<file path="src/rtl/irq_dist_ctrl_regs.sv">
module irq_dist_ctrl_regs #(
  parameter int NUM_SHARED  = 64,
  parameter bit LPI_EN      = 1'b1,
  parameter int ADDR_W      = 16,
  parameter logic [7:0]  PRODUCT     = 8'h4B,
  parameter logic [11:0] IMPLEMENTER = 12'h43B
) (
  input  logic              clk,
  input  logic              rst_n,
  input  logic              req_valid,
  input  logic              req_write,
  input  logic              req_wide,
  input  logic [ADDR_W-1:0] req_addr,
  input  logic [63:0]       req_wdata,
  output logic              resp_valid,
  output logic [63:0]       resp_rdata,
  output logic              kick
);
  localparam int IDX_W   = (NUM_SHARED > 1) ? $clog2(NUM_SHARED) : 1;
  localparam int LINES   = (NUM_SHARED + 32) / 32 - 1;
  localparam int ID_BITS = LPI_EN ? 16 : 10;
  localparam logic [ADDR_W-1:0] ROUTE_LO = ADDR_W'(32'h6000 + 8 * 32);
  localparam logic [ADDR_W-1:0] ROUTE_HI = ADDR_W'(32'h6000 + 8 * (32 + NUM_SHARED));
  localparam logic [ADDR_W-1:0] PID2_OFS = ADDR_W'(32'hFFE8);
  localparam logic [31:0] TYPE_VAL =
    (32'(ID_BITS - 1) << 19) | (32'(LPI_EN) << 17) | 32'(LINES);
  localparam logic [31:0] IDENT_VAL = {PRODUCT, 12'h000, IMPLEMENTER};

  logic                     grp1_en;
  logic [23:0]              route_q [NUM_SHARED];
  logic [ADDR_W-4:0]        slot;
  logic                     low_hit, route_hit, wr;
  logic [ADDR_W-1:0]        route_off;
  logic [IDX_W-1:0]         route_idx;
  logic [63:0]              slot_val, sel_val;

  assign slot      = req_addr[ADDR_W-1:3];
  assign wr        = req_valid & req_write;
  assign low_hit   = req_wide | ~req_addr[2];
  assign route_hit = (req_addr >= ROUTE_LO) && (req_addr < ROUTE_HI);
  assign route_off = req_addr - ROUTE_LO;
  assign route_idx = route_off[IDX_W+2:3];

  always_comb begin
    slot_val = '0;
    if (slot == '0)
      slot_val = {TYPE_VAL, 25'd0, 1'b1, 1'b0, 1'b1, 2'b00, grp1_en, 1'b0};
    else if (slot == (ADDR_W-3)'(1))
      slot_val = {32'd0, IDENT_VAL};
    else if (route_hit)
      slot_val = {40'd0, route_q[route_idx]};
    else if (slot == PID2_OFS[ADDR_W-1:3])
      slot_val = 64'h3B;
  end

  assign sel_val = req_addr[2] ? {32'd0, slot_val[63:32]} : slot_val;

  always_ff @(posedge clk) begin
    if (!rst_n) begin
      grp1_en    <= 1'b0;
      kick       <= 1'b0;
      resp_valid <= 1'b0;
      resp_rdata <= '0;
    end else begin
      resp_valid <= req_valid;
      resp_rdata <= (req_valid && !req_write)
                    ? (req_wide ? sel_val : {32'd0, sel_val[31:0]}) : '0;
      kick       <= wr && slot == '0 && low_hit && !grp1_en && req_wdata[1];
      if (wr && slot == '0 && low_hit)
        grp1_en <= req_wdata[1];
    end
  end

  for (genvar k = 0; k < NUM_SHARED; k++) begin : g_route
    always_ff @(posedge clk) begin
      if (!rst_n)
        route_q[k] <= '0;
      else if (wr && route_hit && low_hit && route_idx == IDX_W'(k))
        route_q[k] <= req_wdata[23:0];
    end
  end
endmodule

</file>
<file path="config.mk">
export PLATFORM = sky130hd
export DESIGN_NAME = irq_dist_ctrl_regs
export DESIGN_NICKNAME = d
export VERILOG_FILES = /design/src/rtl/irq_dist_ctrl_regs.sv
export SDC_FILE = /design/constraint.sdc
export NUM_CORES = 2
export LEC_CHECK = 0
export BUFFER_PORTS_ARGS = -buffer_cell sky130_fd_sc_hd__buf_2
export CORE_MARGIN = 1
export CORE_UTILIZATION = 35
export DETAILED_ROUTE_END_ITERATION = 10
export HOLD_SLACK_MARGIN = 0.05
export PLACE_DENSITY = 0.47
export SLEW_MARGIN = 40
export SYNTH_ARGS = -nofsm -noshare
export SYNTH_HDL_FRONTEND = slang
export SYNTH_SLANG_ARGS = --single-unit
export TNS_END_PERCENT = 50
</file>
<file path="constraint.sdc">
create_clock -name clk -period 10.48 [get_ports clk]
set_input_delay 0.524 -clock clk [delete_from_list [all_inputs] [get_ports clk]]
set_output_delay 0.524 -clock clk [all_outputs]
set_load 0.01 [all_outputs]
</file>
== Yosys cells after proc, flatten, opt, wreduce, memory -nomap -nowiden ==
Memories as Yosys holds them, arrays and structs flattened.
Cells that the tools add are included.

* Input bits: 85
* Bits in writable memories: 1,536
* Flip-flop bits (word level): 67
* Logic and storage cells: 484
* Memories: 1
* Output and inout bits: 66

* Bitwise gates (word level): 70
* Equality and inequality tests: 65
* Add/subtract/negate cells: 1
* Multiplexer cells: 262
* Order comparisons: 2
* Reduce and logical (&&, ||, !) cells: 78

{| class="wikitable"
|+ Memories
! memory !! words !! bits a word !! read ports !! clocked after memory_dff !! wr ports !! line !! RTL
|-
| route_q || 64 || 24 || 1 || 0 || 64 || 30 || <nowiki>logic [23:0] route_q [NUM_SHARED];</nowiki>
|}

{| class="wikitable"
|+ Operators by type and width
! cell !! count
|-
| 24-bit 2-to-1 mux || 65
|-
| 1-bit 2-to-1 mux || 193
|-
| 6-bit == test (second input constant) || 32
|-
| 6-bit by 5-bit == test with 1-bit output (second input constant) || 16
|-
| 1-bit logical AND || 72
|-
| 1-bit bitwise OR || 65
|-
| 64-bit 2-to-1 mux || 1
|-
| 55-bit 2-to-1 mux || 1
|-
| 6-bit by 4-bit == test with 1-bit output (second input constant) || 8
|-
| 31-bit 2-to-1 mux || 1
|-
| 6-bit by 3-bit == test with 1-bit output (second input constant) || 4
|-
| 16-bit by 15-bit greater-or-equal comparator with 1-bit output (second input constant) || 1
|-
| 16-bit by 15-bit less-than comparator with 1-bit output (second input constant) || 1
|-
| 13-bit by 1-bit == test with 1-bit output (second input constant) || 1
|-
| 13-bit == test (second input constant) || 1
|-
| 13-bit logical NOT || 1
|-
| 6-bit by 2-bit == test with 1-bit output (second input constant) || 2
|-
| 9-bit subtractor (second input constant) || 1
|-
| 6-bit by 1-bit == test with 1-bit output (second input constant) || 1
|-
| 6-bit logical NOT || 1
|-
| 6-bit 2-to-1 mux || 1
|-
| 1-bit NOT || 4
|-
| 4-bit OR reduction || 1
|-
| 1-bit logical NOT || 2
|-
| 2 further kinds || 2
|}

== Longest topological paths before layout ==
* Depth after elaboration: 9
* Depth in mapped cells: 12
* Mapped depth without buffers: 6

== Worst setup path after synthesis ==
OpenSTA, ideal clock, no wires.

* Path kind: input to register
* From: in req_addr[3]
* To: mem route_q[0][0], enable pin
* Cell stages on the path: 9
* Setup time: 0.438 ns
* Setup slack: 6.388 ns
* Arrival time: 3.654 ns
* Data required time: 10.042 ns
* Path through: buf_4 > buf_6 > buf_6 > buf_4 > buf_4 > buf_2 > nor2_1 > nand2_1 > o21ai_0

{| class="wikitable"
|+ RTL lines
! what !! line !! RTL
|-
| start, declared || 13 || <nowiki>input logic [ADDR_W-1:0] req_addr,</nowiki>
|-
| end, declared || 30 ||
|}

==> parameters.txt <==
Parameter                              Value

Die
  Chip width ... 452 microns
  Die area ... 204,000 sq um
  Initial standard-cell utilization of the core ... 35.3%
  I/O pin total ... 151
  Placeable core area ... 200,000 sq um
  Number of cell rows ... 164
  Die extent in y ... 452 microns

Drt
  Average wire length per cell after detail routing ... 30.0 microns
  Total wire length ... 215 mm
  Number of design rule violations left after detail routing ... 0
  Residual antenna-violating net count after detailed routing ... 0
  Vias per Instance ... 5.16
  Total via count in the routed design ... 37,000
  First-iteration detailed-routing DRC count ... 3,947
  First drt pass iteration count ... 8

Timing
  Worst-case headroom to the max-slew limit ... 36.3%
  Number of max-slew violations in the final report ... 0
  Final hold slack ... 186 ps
  Final total negative setup slack ... 0 ps
  Final critical-path share of the clock period ... 34.9%
  Setup repair after global routing missed its margin ... no
  Hold violation total from the final report ... 0
  Setup clock skew after layout ... 27.8 ps
  Actual transition at the worst max-transition pin ... 956 ps
  Period minus WS final ... 3660 ps
  Fmax ... 273 MHz
  Setup Viol. Count Final ... 0

Run
  Max_cap viols ... 0

Synthesis
  Post-synth EDFFs ... 1,536
  Primary flip-flop cell chosen by synthesis mapping ... edfxtp_1
  Cell types occupying the most area after synthesis ... edfxtp_1 65%, mux4_2 15%, and2_1 14%
  Avg Synthesized Cell Area ... 16.2 sq um
  Post-synthesis sequential area ratio ... 65.9%
  Area share of the largest cell type after synthesis ... 65.1%
  Synth Cell Area ... 70,800 sq um
  Synthesized flop and latch total ... 1,565
  Fraction of registers with async set/reset ... 0%
  Warnings, synthesis ... 0
  Top cell type by total area after synthesis ... edfxtp_1
  Number of instances in the synthesized netlist ... 4,372
  Synth cell types ... 43

GRT
  Total routing resource utilization after global routing ... 21.2%
  Initial antenna violation count ... 15
  Maximum number of pins on one net before global-route repair ... 104
  Global-route congestion overflow total ... 0
  First-pass GRT wire length ... 303 mm
  Number of global-route vias before repair ... 37,500

Setup path
  Required time of the critical path ... 10,970 ps
  Crit. End Element ... flip-flop
  Worst Setup Path Type ... input pin to flip-flop
  Crit path DAT ... 4150 ps
  Maximum net fanout on the critical path ... 30
  Startpoint kind of the worst setup timing path ... input pin

Clock network
  Number of buffers created by CTS ... 173
  Total number of H-tree levels ... 4
  Clock tree from TritonCTS ... done
  Clock buffer depth ... 3
  Buffers inserted by post-CTS timing repair ... 0
  Insertion delay to the later sink of the worst-skew pair ... 820 ps
  TritonCTS Sinks ... 1,565
  Worst-path clk slew ... 60 ps
  Number of instances resized during post-cts repair ... 0
  Root buffer cell ... clkbuf_16

Finish
  Area grow syn2layout ... 13.2%
  Share of cells above drive strength 1 ... 23.5%
  Final nets ... 4,455
  Final design area excluding fillers ... 80,200 sq um
  Final core utilization ... 40.0%

Power
  Total leakage power ... 27.1 nW
  Maximum ir drop on the vdd rail ... 0.174 mV
  PnR Total Power ... 14.1 mW
  PwrDens ... 176 nW/um^2

Min path
  Class of the tightest hold or removal check ... input pin to flip-flop

Run status
  Run status ... finished, final reports clean

Placement
  Area post-placement ... 74,800 sq um
  Final estimated routing congestion in global placement ... 0.786
  DPL Wire Length ... 124 mm
  Port-buffer cells ... 78
## metrics by stage
stage,setup slack (ps),cells
floorplan,6390,4401
global placement,5670,6826
detailed placement,6000,6845
CTS,6860,7157
global route,6730,7162
finish,6820,7179
## synth_stat cells, types with 24 or more instances
master / instances
and2_1: 1539
buf_1: 35
buf_2: 37
buf_4: 50
clkbuf_1: 342
dfxtp_1: 29
edfxtp_1: 1536
mux2i_1: 25
mux4_2: 472
nand2_1: 27
nor2_1: 76
nor2b_1: 24
o21ai_0: 75
## logic make-up (layout without fill, tap and decap cells)
logic type | Yosys count | count (layout) | synth area share (%)
muxes | 500 | 500 | 15.4
other | 1 | 48 | 0.00529
xor gates and xnor gates | 1 | 1 | 0.0124
AOI/OAI and AO/OA | 124 | 124 | 1.03
buffers and inverters | 475 | 579 | 2.94
DFF | 1565 | 1565 | 65.9
and+or+nand+nor | 1706 | 1706 | 14.7
## cells in the final DEF (no fill, tap or decap), types with 10 or more instances in the layout
cell and n:
and2_1 1539, edfxtp_1 1536, mux4_2 472, clkbuf_16 177, buf_4 153, buf_2 75
clkbuf_1 66, o21ai_2 54, nor2_1 45, conb_1 30, dfxtp_1 29, clkinv_1 28
nor2b_1 24, mux2i_1 24, nand2_1 22, clkinv_2 20, diode_2 18, nor2_2 17
nor2_4 14, a22oi_1 14, nand3_1 13, buf_8 11, o21ai_4 10, o21ai_0 10
buf_6 10
## what timing repair did
item | in CTS | in global routing
endpoints found under the hold margin | 2 | 0
setup endpoints to repair | 0 | 0
hold buffers | 2 | 0
## worst paths after layout
path	startpoint	to	slack (ps)	cells past startpoint
worst max-delay path	req_addr[6]	route_q[31][5]	6820	7
worst min-delay path	rst_n	grp1_en	190	2
worst max register to register	route_q[39][10]	resp_rdata[10]	7680	6
worst min register to register	grp1_en	grp1_en	500	2
## per-layer routing
| metal | part of all wire (%) | track usage (%) |
|---|---|---|
| met5 | 0 | 0 |
| met4 | 2.8 | 6.30 |
| met3 | 4.9 | 2.99 |
| met2 | 48 | 34.4 |
| met1 | 44 | 29.5 |
## area by class of cell
class | instances | area (sq um)
Clock inverter | 63 | 499
Sequential cell | 1565 | 46700
Inverter | 2 | 7.51
Timing Repair Buffer | 267 | 2200
Clock buffer | 247 | 4730
Antenna cell | 18 | 45.0
Fill cell | 18000 | 120000
Multi-Input combinational cell | 2361 | 22700
Tap cell | 2656 | 3320
## state kept, by name, indices dropped and copies added, names as in the netlist
signal and flops:
grp1_en 1, resp_rdata 26, route_q 1536, resp_valid 1, kick 1
## worst max-delay path: stages
cell     delay (ps)
buf_6           300
buf_4           540
and2_0          490
nor3b_1         720
nand3_2         580
o21ai_4         660
buf_8           250
## where the power goes
group / total, mW / switching (mW) / internal (mW)
clock network: 5.79 / 2.49 / 3.30
registers: 7.23 / 0.0748 / 7.16
logic: 1.09 / 0.693 / 0.398
Power figures use the tool's default switching activity.
